===== src/rtl/frame_seq_pkg.sv =====
package frame_seq_pkg;

  typedef enum logic [2:0] {
    S_IDLE,
    S_FRAME_UP,
    S_XFER,
    S_FRAME_DN,
    S_JUMP,
    S_DONE
  } seqState_t;

  // strobes from control to datapath
  typedef struct packed {
    logic capture;
    logic frameUp;
    logic frameDn;
    logic stepDn;
    logic stepUp;
    logic latchJump;
  } dpCmd_t;

endpackage


===== src/rtl/frame_seq_dp.sv =====
module frame_seq_dp
  import frame_seq_pkg::*;
#(
  parameter int ADDR_W    = 32,
  parameter int DATA_W    = 32,
  parameter int LIST_N    = 12,
  parameter int LIST_BASE = 20,
  parameter int IMM_W     = 5,
  parameter int RIDX_W    = 5
) (
  input  logic              clk,
  input  logic              rstN,
  input  dpCmd_t            cmd,
  input  logic [ADDR_W-1:0] spIn,
  input  logic [LIST_N-1:0] listMask,
  input  logic [IMM_W-1:0]  frameImm,
  input  logic [RIDX_W-1:0] jumpIdx,
  input  logic              modeRestore,
  input  logic [DATA_W-1:0] rfRdData,
  output logic [ADDR_W-1:0] spOut,
  output logic              pendingEmpty,
  output logic              restoreQ,
  output logic              jumpWanted,
  output logic [RIDX_W-1:0] xferReg,
  output logic [RIDX_W-1:0] jumpReg,
  output logic [ADDR_W-1:0] memAddr,
  output logic [DATA_W-1:0] jumpTarget
);

  localparam int IDX_W      = $clog2(LIST_N);
  localparam int WORD_BYTES = DATA_W / 8;
  localparam int WORD_SH    = $clog2(WORD_BYTES);

  logic [ADDR_W-1:0] sp;
  logic [LIST_N-1:0] pending;
  logic [IMM_W-1:0]  immQ;
  logic [RIDX_W-1:0] jmpQ;
  logic              modeQ;
  logic [IDX_W-1:0]  pickIdx;
  logic [ADDR_W-1:0] frameBytes;

  // zero-cycle skip: priority search over what is left of the mask
  always_comb begin
    pickIdx = '0;
    if (modeQ) begin
      for (int i = 0; i < LIST_N; i++)
        if (pending[i]) pickIdx = IDX_W'(i);
    end else begin
      for (int i = LIST_N - 1; i >= 0; i--)
        if (pending[i]) pickIdx = IDX_W'(i);
    end
  end

  assign frameBytes   = ADDR_W'(immQ) << WORD_SH;
  assign pendingEmpty = (pending == '0);
  assign restoreQ     = modeQ;
  assign jumpWanted   = (jmpQ != '0);
  assign jumpReg      = jmpQ;
  assign xferReg      = RIDX_W'(LIST_BASE) + RIDX_W'(pickIdx);
  assign memAddr      = modeQ ? sp : sp - ADDR_W'(WORD_BYTES);
  assign spOut        = sp;

  always_ff @(posedge clk) begin
    if (!rstN) begin
      sp         <= '0;
      pending    <= '0;
      immQ       <= '0;
      jmpQ       <= '0;
      modeQ      <= 1'b0;
      jumpTarget <= '0;
    end else begin
      if (cmd.capture) begin
        sp      <= spIn;
        pending <= listMask;
        immQ    <= frameImm;
        jmpQ    <= jumpIdx;
        modeQ   <= modeRestore;
      end else if (cmd.frameUp) begin
        sp <= sp + frameBytes;
      end else if (cmd.frameDn) begin
        sp <= sp - frameBytes;
      end else if (cmd.stepDn) begin
        sp               <= sp - ADDR_W'(WORD_BYTES);
        pending[pickIdx] <= 1'b0;
      end else if (cmd.stepUp) begin
        sp               <= sp + ADDR_W'(WORD_BYTES);
        pending[pickIdx] <= 1'b0;
      end
      if (cmd.latchJump) jumpTarget <= rfRdData;
    end
  end

endmodule


===== src/rtl/frame_seq_ctrl.sv =====
module frame_seq_ctrl
  import frame_seq_pkg::*;
(
  input  logic   clk,
  input  logic   rstN,
  input  logic   start,
  input  logic   modeRestore,
  input  logic   pendingEmpty,
  input  logic   restoreQ,
  input  logic   jumpWanted,
  input  logic   memAck,
  output dpCmd_t cmd,
  output logic   memReq,
  output logic   memWe,
  output logic   rfWrEn,
  output logic   done,
  output logic   jumpValid
);

  seqState_t state, stateNext;
  logic      jumpFlag;

  always_comb begin
    cmd       = '0;
    stateNext = state;
    memReq    = 1'b0;
    memWe     = 1'b0;
    rfWrEn    = 1'b0;
    done      = 1'b0;
    jumpValid = 1'b0;
    unique case (state)
      S_IDLE: begin
        if (start) begin
          cmd.capture = 1'b1;
          stateNext   = modeRestore ? S_FRAME_UP : S_XFER;
        end
      end
      S_FRAME_UP: begin
        cmd.frameUp = 1'b1;
        stateNext   = S_XFER;
      end
      S_XFER: begin
        if (pendingEmpty) begin
          if (!restoreQ)       stateNext = S_FRAME_DN;
          else if (jumpWanted) stateNext = S_JUMP;
          else                 stateNext = S_DONE;
        end else begin
          memReq = 1'b1;
          memWe  = !restoreQ;
          if (memAck) begin
            cmd.stepDn = !restoreQ;
            cmd.stepUp = restoreQ;
            rfWrEn     = restoreQ;
          end
        end
      end
      S_FRAME_DN: begin
        cmd.frameDn = 1'b1;
        stateNext   = S_DONE;
      end
      S_JUMP: begin
        cmd.latchJump = 1'b1;
        stateNext     = S_DONE;
      end
      S_DONE: begin
        done      = 1'b1;
        jumpValid = jumpFlag;
        stateNext = S_IDLE;
      end
      default: stateNext = S_IDLE;
    endcase
  end

  always_ff @(posedge clk) begin
    if (!rstN) begin
      state    <= S_IDLE;
      jumpFlag <= 1'b0;
    end else begin
      state <= stateNext;
      if (cmd.capture)        jumpFlag <= 1'b0;
      else if (cmd.latchJump) jumpFlag <= 1'b1;
    end
  end

endmodule


===== src/rtl/frame_seq.sv =====
module frame_seq
  import frame_seq_pkg::*;
#(
  parameter int ADDR_W    = 32,
  parameter int DATA_W    = 32,
  parameter int LIST_N    = 12,
  parameter int LIST_BASE = 20,
  parameter int IMM_W     = 5,
  parameter int RIDX_W    = 5
) (
  input  logic              clk,
  input  logic              rstN,
  input  logic              start,
  input  logic              modeRestore,
  input  logic [LIST_N-1:0] listMask,
  input  logic [IMM_W-1:0]  frameImm,
  input  logic [RIDX_W-1:0] jumpIdx,
  input  logic [ADDR_W-1:0] spIn,
  output logic [RIDX_W-1:0] rfAddr,
  input  logic [DATA_W-1:0] rfRdData,
  output logic              rfWrEn,
  output logic [DATA_W-1:0] rfWrData,
  output logic              memReq,
  output logic              memWe,
  output logic [ADDR_W-1:0] memAddr,
  output logic [DATA_W-1:0] memWrData,
  input  logic              memAck,
  input  logic [DATA_W-1:0] memRdData,
  output logic [ADDR_W-1:0] spOut,
  output logic [DATA_W-1:0] jumpTarget,
  output logic              jumpValid,
  output logic              done
);

  dpCmd_t            cmd;
  logic              pendingEmpty;
  logic              restoreQ;
  logic              jumpWanted;
  logic [RIDX_W-1:0] xferReg;
  logic [RIDX_W-1:0] jumpReg;

  frame_seq_ctrl ctrl_i (
    .clk          (clk),
    .rstN         (rstN),
    .start        (start),
    .modeRestore  (modeRestore),
    .pendingEmpty (pendingEmpty),
    .restoreQ     (restoreQ),
    .jumpWanted   (jumpWanted),
    .memAck       (memAck),
    .cmd          (cmd),
    .memReq       (memReq),
    .memWe        (memWe),
    .rfWrEn       (rfWrEn),
    .done         (done),
    .jumpValid    (jumpValid)
  );

  frame_seq_dp #(
    .ADDR_W    (ADDR_W),
    .DATA_W    (DATA_W),
    .LIST_N    (LIST_N),
    .LIST_BASE (LIST_BASE),
    .IMM_W     (IMM_W),
    .RIDX_W    (RIDX_W)
  ) dp_i (
    .clk          (clk),
    .rstN         (rstN),
    .cmd          (cmd),
    .spIn         (spIn),
    .listMask     (listMask),
    .frameImm     (frameImm),
    .jumpIdx      (jumpIdx),
    .modeRestore  (modeRestore),
    .rfRdData     (rfRdData),
    .spOut        (spOut),
    .pendingEmpty (pendingEmpty),
    .restoreQ     (restoreQ),
    .jumpWanted   (jumpWanted),
    .xferReg      (xferReg),
    .jumpReg      (jumpReg),
    .memAddr      (memAddr),
    .jumpTarget   (jumpTarget)
  );

  assign rfAddr    = cmd.latchJump ? jumpReg : xferReg;
  assign rfWrData  = memRdData;
  assign memWrData = rfRdData;

endmodule


===== config.mk =====
export PLATFORM = sky130hd
export DESIGN_NAME = frame_seq
export DESIGN_NICKNAME = d
export VERILOG_FILES = /design/src/rtl/frame_seq_pkg.sv /design/src/rtl/frame_seq_dp.sv /design/src/rtl/frame_seq_ctrl.sv /design/src/rtl/frame_seq.sv
export SDC_FILE = /design/constraint.sdc
export NUM_CORES = 1
export LEC_CHECK = 0
export BUFFER_PORTS_ARGS = -buffer_cell sky130_fd_sc_hd__buf_2
export CORE_MARGIN = 3
export CORE_UTILIZATION = 45
export CTS_CLUSTER_SIZE = 24
export DETAILED_ROUTE_END_ITERATION = 10
export GPL_TIMING_DRIVEN = 1
export PLACE_DENSITY_LB_ADDON = 0.12
export SLEW_MARGIN = 5
export SYNTH_ARGS = -nofsm -noshare
export SYNTH_HDL_FRONTEND = slang
export SYNTH_SLANG_ARGS = --single-unit

===== constraint.sdc =====
create_clock -name clk -period 3.7 [get_ports clk]
set_input_delay 0.74 -clock clk [delete_from_list [all_inputs] [get_ports clk]]
set_output_delay 0.74 -clock clk [all_outputs]
set_load 0.05 [all_outputs]

==> flow_metrics.py <==
metrics = {
    "pwr": {
        "p_int_mw": 4.41,
        "power_switching_mw": 6.87,
        "vdd_drop_max_mv": 1.14,
        "swShare_pct": 60.9,
        "p_per_area_nw_per_um2": 1200,
        "power_mw": 11.3,
        "comb_power_share_pct": 76.0,
        "p_clk_share_pct": 9.2,
        "seqPwrFrac_pct": 14.8,
        "p_leak_nw": 3.99,
    },
    "sta": {
        "period_minus_slack_ns": 3.62,
        "slew_headroom_pct": 35.5,
        "fin_skew_ns": 0.0128,
        "hold_viol_final": 0,
        "rsz0062_at_grt": "no",
        "holdWs_ns": 0.451,
        "finalSetupViolations": 0,
        "tightest_slew_ns": 0.961,
        "final-max-slew-violation-count": 0,
        "setup_tns_ns": 0,
        "max_freq_mhz": 276,
        "fin_crit_sh_pct": 97.9,
    },
    "critical_path": {
        "critPathMaxFanout": 14,
        "cp_common_cell": "and3_1",
        "startpoint_type": "flop",
        "setup.worst_path.end_class": "primary output",
        "cp_slowest_cell": "or4_2",
        "crit_path_max_incr_delay_ns": 0.73,
        "crit_required_ns": 2.96,
        "crit_chain": "or4_2, or3_1, and3_1, and3_1, buf_2",
        "arrival_ns": 2.88,
        "path_class": "reg2out",
    },
    "finish": {
        "regArea_sq_um": 1820,
        "fillers": 1717,
        "layout_commonest_cell": "buf_2",
        "nNetsFinal": 1419,
        "layout_common_cells": "buf_2 (226), nand2_1 (172), a21oi_1 (114)",
        "multi_input_area_sq_um": 5220,
        "finish.utilization_pct": 55.9,
        "antenna_cells": 0,
        "layout-drive-gt1-share_pct": 28.1,
        "area.growth.synth_to_final_pct": 19.2,
    },
    "floorplanning": {
        "initial_utilization_pct": 46.9,
        "io_pins": 293,
        "die_h_um": 139,
        "fp.dieArea_sq_um": 19200,
        "core_sq_um": 16900,
        "fp-row-count": 47,
        "dieWidth_um": 139,
    },
    "logic_synthesis": {
        "syn_nets": 1268,
        "syn_inst": 1127,
        "synth_edf_count": 0,
        "ys_warn_count": 0,
        "synth-main-ff-cell": "dfxtp_1",
        "synth.avg_cell_area_sq_um": 7.02,
        "synth-seq-cells": 91,
        "ys_seq_area_share_pct": 23.0,
        "synth_area_sq_um": 7910,
        "ys_types": 85,
        "async_flop_share_pct": 0,
    },
    "grt": {
        "grt_max_degree": 64,
        "grt_pass1_vias": 8788,
        "grt_first_pass_wirelength_mm": 48.6,
        "antenna_found_initial": 1,
        "grtUsageTotal_pct": 31.1,
        "gr-total-overflow": 0,
    },
    "placed_design": {
        "port_buffers": 228,
        "routabilityCongestion": 1.05,
        "place_hpwl_mm": 23.3,
    },
    "clock_network": {
        "cts_made_buffers": 9,
        "holdBufCountCts": 0,
        "cts_tree": "done",
        "clkSinkCount": 91,
        "clk_pin_slew_ns": 0.07,
        "postCtsSetupRepairBufs": 0,
        "clock_path_buffers": 2,
        "clock_latency_ns": 0.36,
        "root_buffer": "clkbuf_16",
        "h-tree-depth": 3,
    },
    "job": {
        "drv_cap": 0,
    },
    "routing": {
        "dr.pass1.iters": 8,
        "wl_per_cell_um": 21.0,
        "drc": 0,
        "vias": 9240,
        "viasPerCell": 6.15,
        "dr.first_iter.drc_count": 953,
        "ant_nets": 0,
        "wl_mm": 31.5,
    },
    "run_status": {
        "outcome": "completed",
    },
    "worst_hold_path": {
        "min_path_type": "reg2reg",
    },
}
-- cells by family after synthesis --
logic type	count (synthesis)	synth area share, %
and+or+nand+nor	452	27.9
buffers and inverters	188	13.2
muxes	10	1.30
adders and majority gates	18	3.04
xor gates and xnor gates	56	6.20
AOI/OAI and AO/OA	312	25.4
DFF	91	23.0
-- layer usage --
| metal | wire length [um] | global-route usage (%) | vias up |
|---|---|---|---|
| li1 | - | - | 4285 |
| met1 | 12300 | 39.8 | 4249 |
| met5 | 13 | 0 | - |
| met4 | 1700 | 16.2 | 2 |
| met3 | 3260 | 6.41 | 118 |
| met2 | 14200 | 49.8 | 586 |
-- area by class of cell --
cell class,count,area share [%]
well taps,220,2.92
flip-flops and latches,91,19.3
clock buffers,10,2.43
repair buffers,299,17.8
inverters,29,1.15
multi-input cells,848,55.3
clock inverters,6,0.995
-- synthesized netlist by cell type (4+ instances only) --
| cell | instances | area (sq um) |
|---|---|---|
| a211oi_1 | 7 | 52.6 |
| a21oi_1 | 114 | 571 |
| a221oi_1 | 4 | 35.0 |
| a22oi_1 | 10 | 75.1 |
| a31oi_1 | 24 | 150 |
| and3_1 | 16 | 100 |
| buf_1 | 7 | 26.3 |
| buf_2 | 7 | 35.0 |
| buf_4 | 68 | 510 |
| buf_6 | 6 | 67.6 |
| clkbuf_1 | 66 | 248 |
| dfxtp_1 | 91 | 1820 |
| ha_1 | 16 | 200 |
| inv_1 | 28 | 105 |
| mux2i_1 | 8 | 80.1 |
| nand2_1 | 172 | 646 |
| nand2b_1 | 8 | 50.1 |
| nand3_1 | 29 | 145 |
| nand4_1 | 18 | 113 |
| nor2_1 | 79 | 297 |
| nor2b_1 | 11 | 68.8 |
| nor3_1 | 40 | 200 |
| nor4_1 | 22 | 138 |
| o2111ai_1 | 4 | 35.0 |
| o211ai_1 | 9 | 67.6 |
| o21a_1 | 7 | 52.6 |
| o21ai_0 | 49 | 245 |
| o221ai_1 | 13 | 114 |
| o31ai_1 | 17 | 128 |
| or2_2 | 8 | 50.1 |
| or3_1 | 12 | 75.1 |
| or4_1 | 14 | 105 |
| xnor2_1 | 35 | 307 |
| xor2_1 | 21 | 184 |
-- worst paths after layout --
check	start	end	slack [ns]	cells past startpoint
max	dp_i.pending[1]	rfWrEn	0.08	5
min	dp_i.jumpTarget[5]	dp_i.jumpTarget[5]	0.45	2
max reg2reg	dp_i.pending[1]	dp_i.spOut[23]	0.51	7
min reg2reg	dp_i.jumpTarget[5]	dp_i.jumpTarget[5]	0.45	2
-- power groups by stage --
stage | Clock, mW | Combinational [mW] | Sequential [mW]
4_1_cts | 1.05 | 8.37 | 1.65
3_5_place_dp | 0 | 8.32 | 1.68
5_1_grt | 1.09 | 9.06 | 1.71
2_1_floorplan | 0 | 5.70 | 2.00
6_report | 1.04 | 8.57 | 1.67
3_3_place_gp | 0 | 8.33 | 1.66
-- registers in the layout (all words and copies together), names as in the netlist --
register and flops:
dp_i.restoreQ 1, dp_i.jumpReg 5, dp_i.spOut 32, ctrl_i.jumpFlag 1, dp_i.immQ 5, dp_i.pending 12
dp_i.jumpTarget 32, ctrl_i.state 3
-- critical path, delay by kind of cell (launching register included) --
family / cells / cell delay [ns]
buffers and inverters: 1 / 0.20
AND/OR/NAND/NOR: 4 / 1.96
flip-flops: 1 / 0.36
-- per-stage QoR --
stage               instances  worst slack (ns)  cell area [sq um]
floorplan                1127           -0.0411               8050
global placement         1487             0.272               9070
detailed placement       1487             0.241               9070
CTS                      1503            0.0275               9410
global route             1503           0.00795               9430
finish                   1503            0.0766               9430
-- timing repair --
action / CTS / global route
setup endpoints to repair: 5 / 4
resized for setup: 2 / 8
pin swaps: 0 / 1
(Power assumes the default switching activity.)
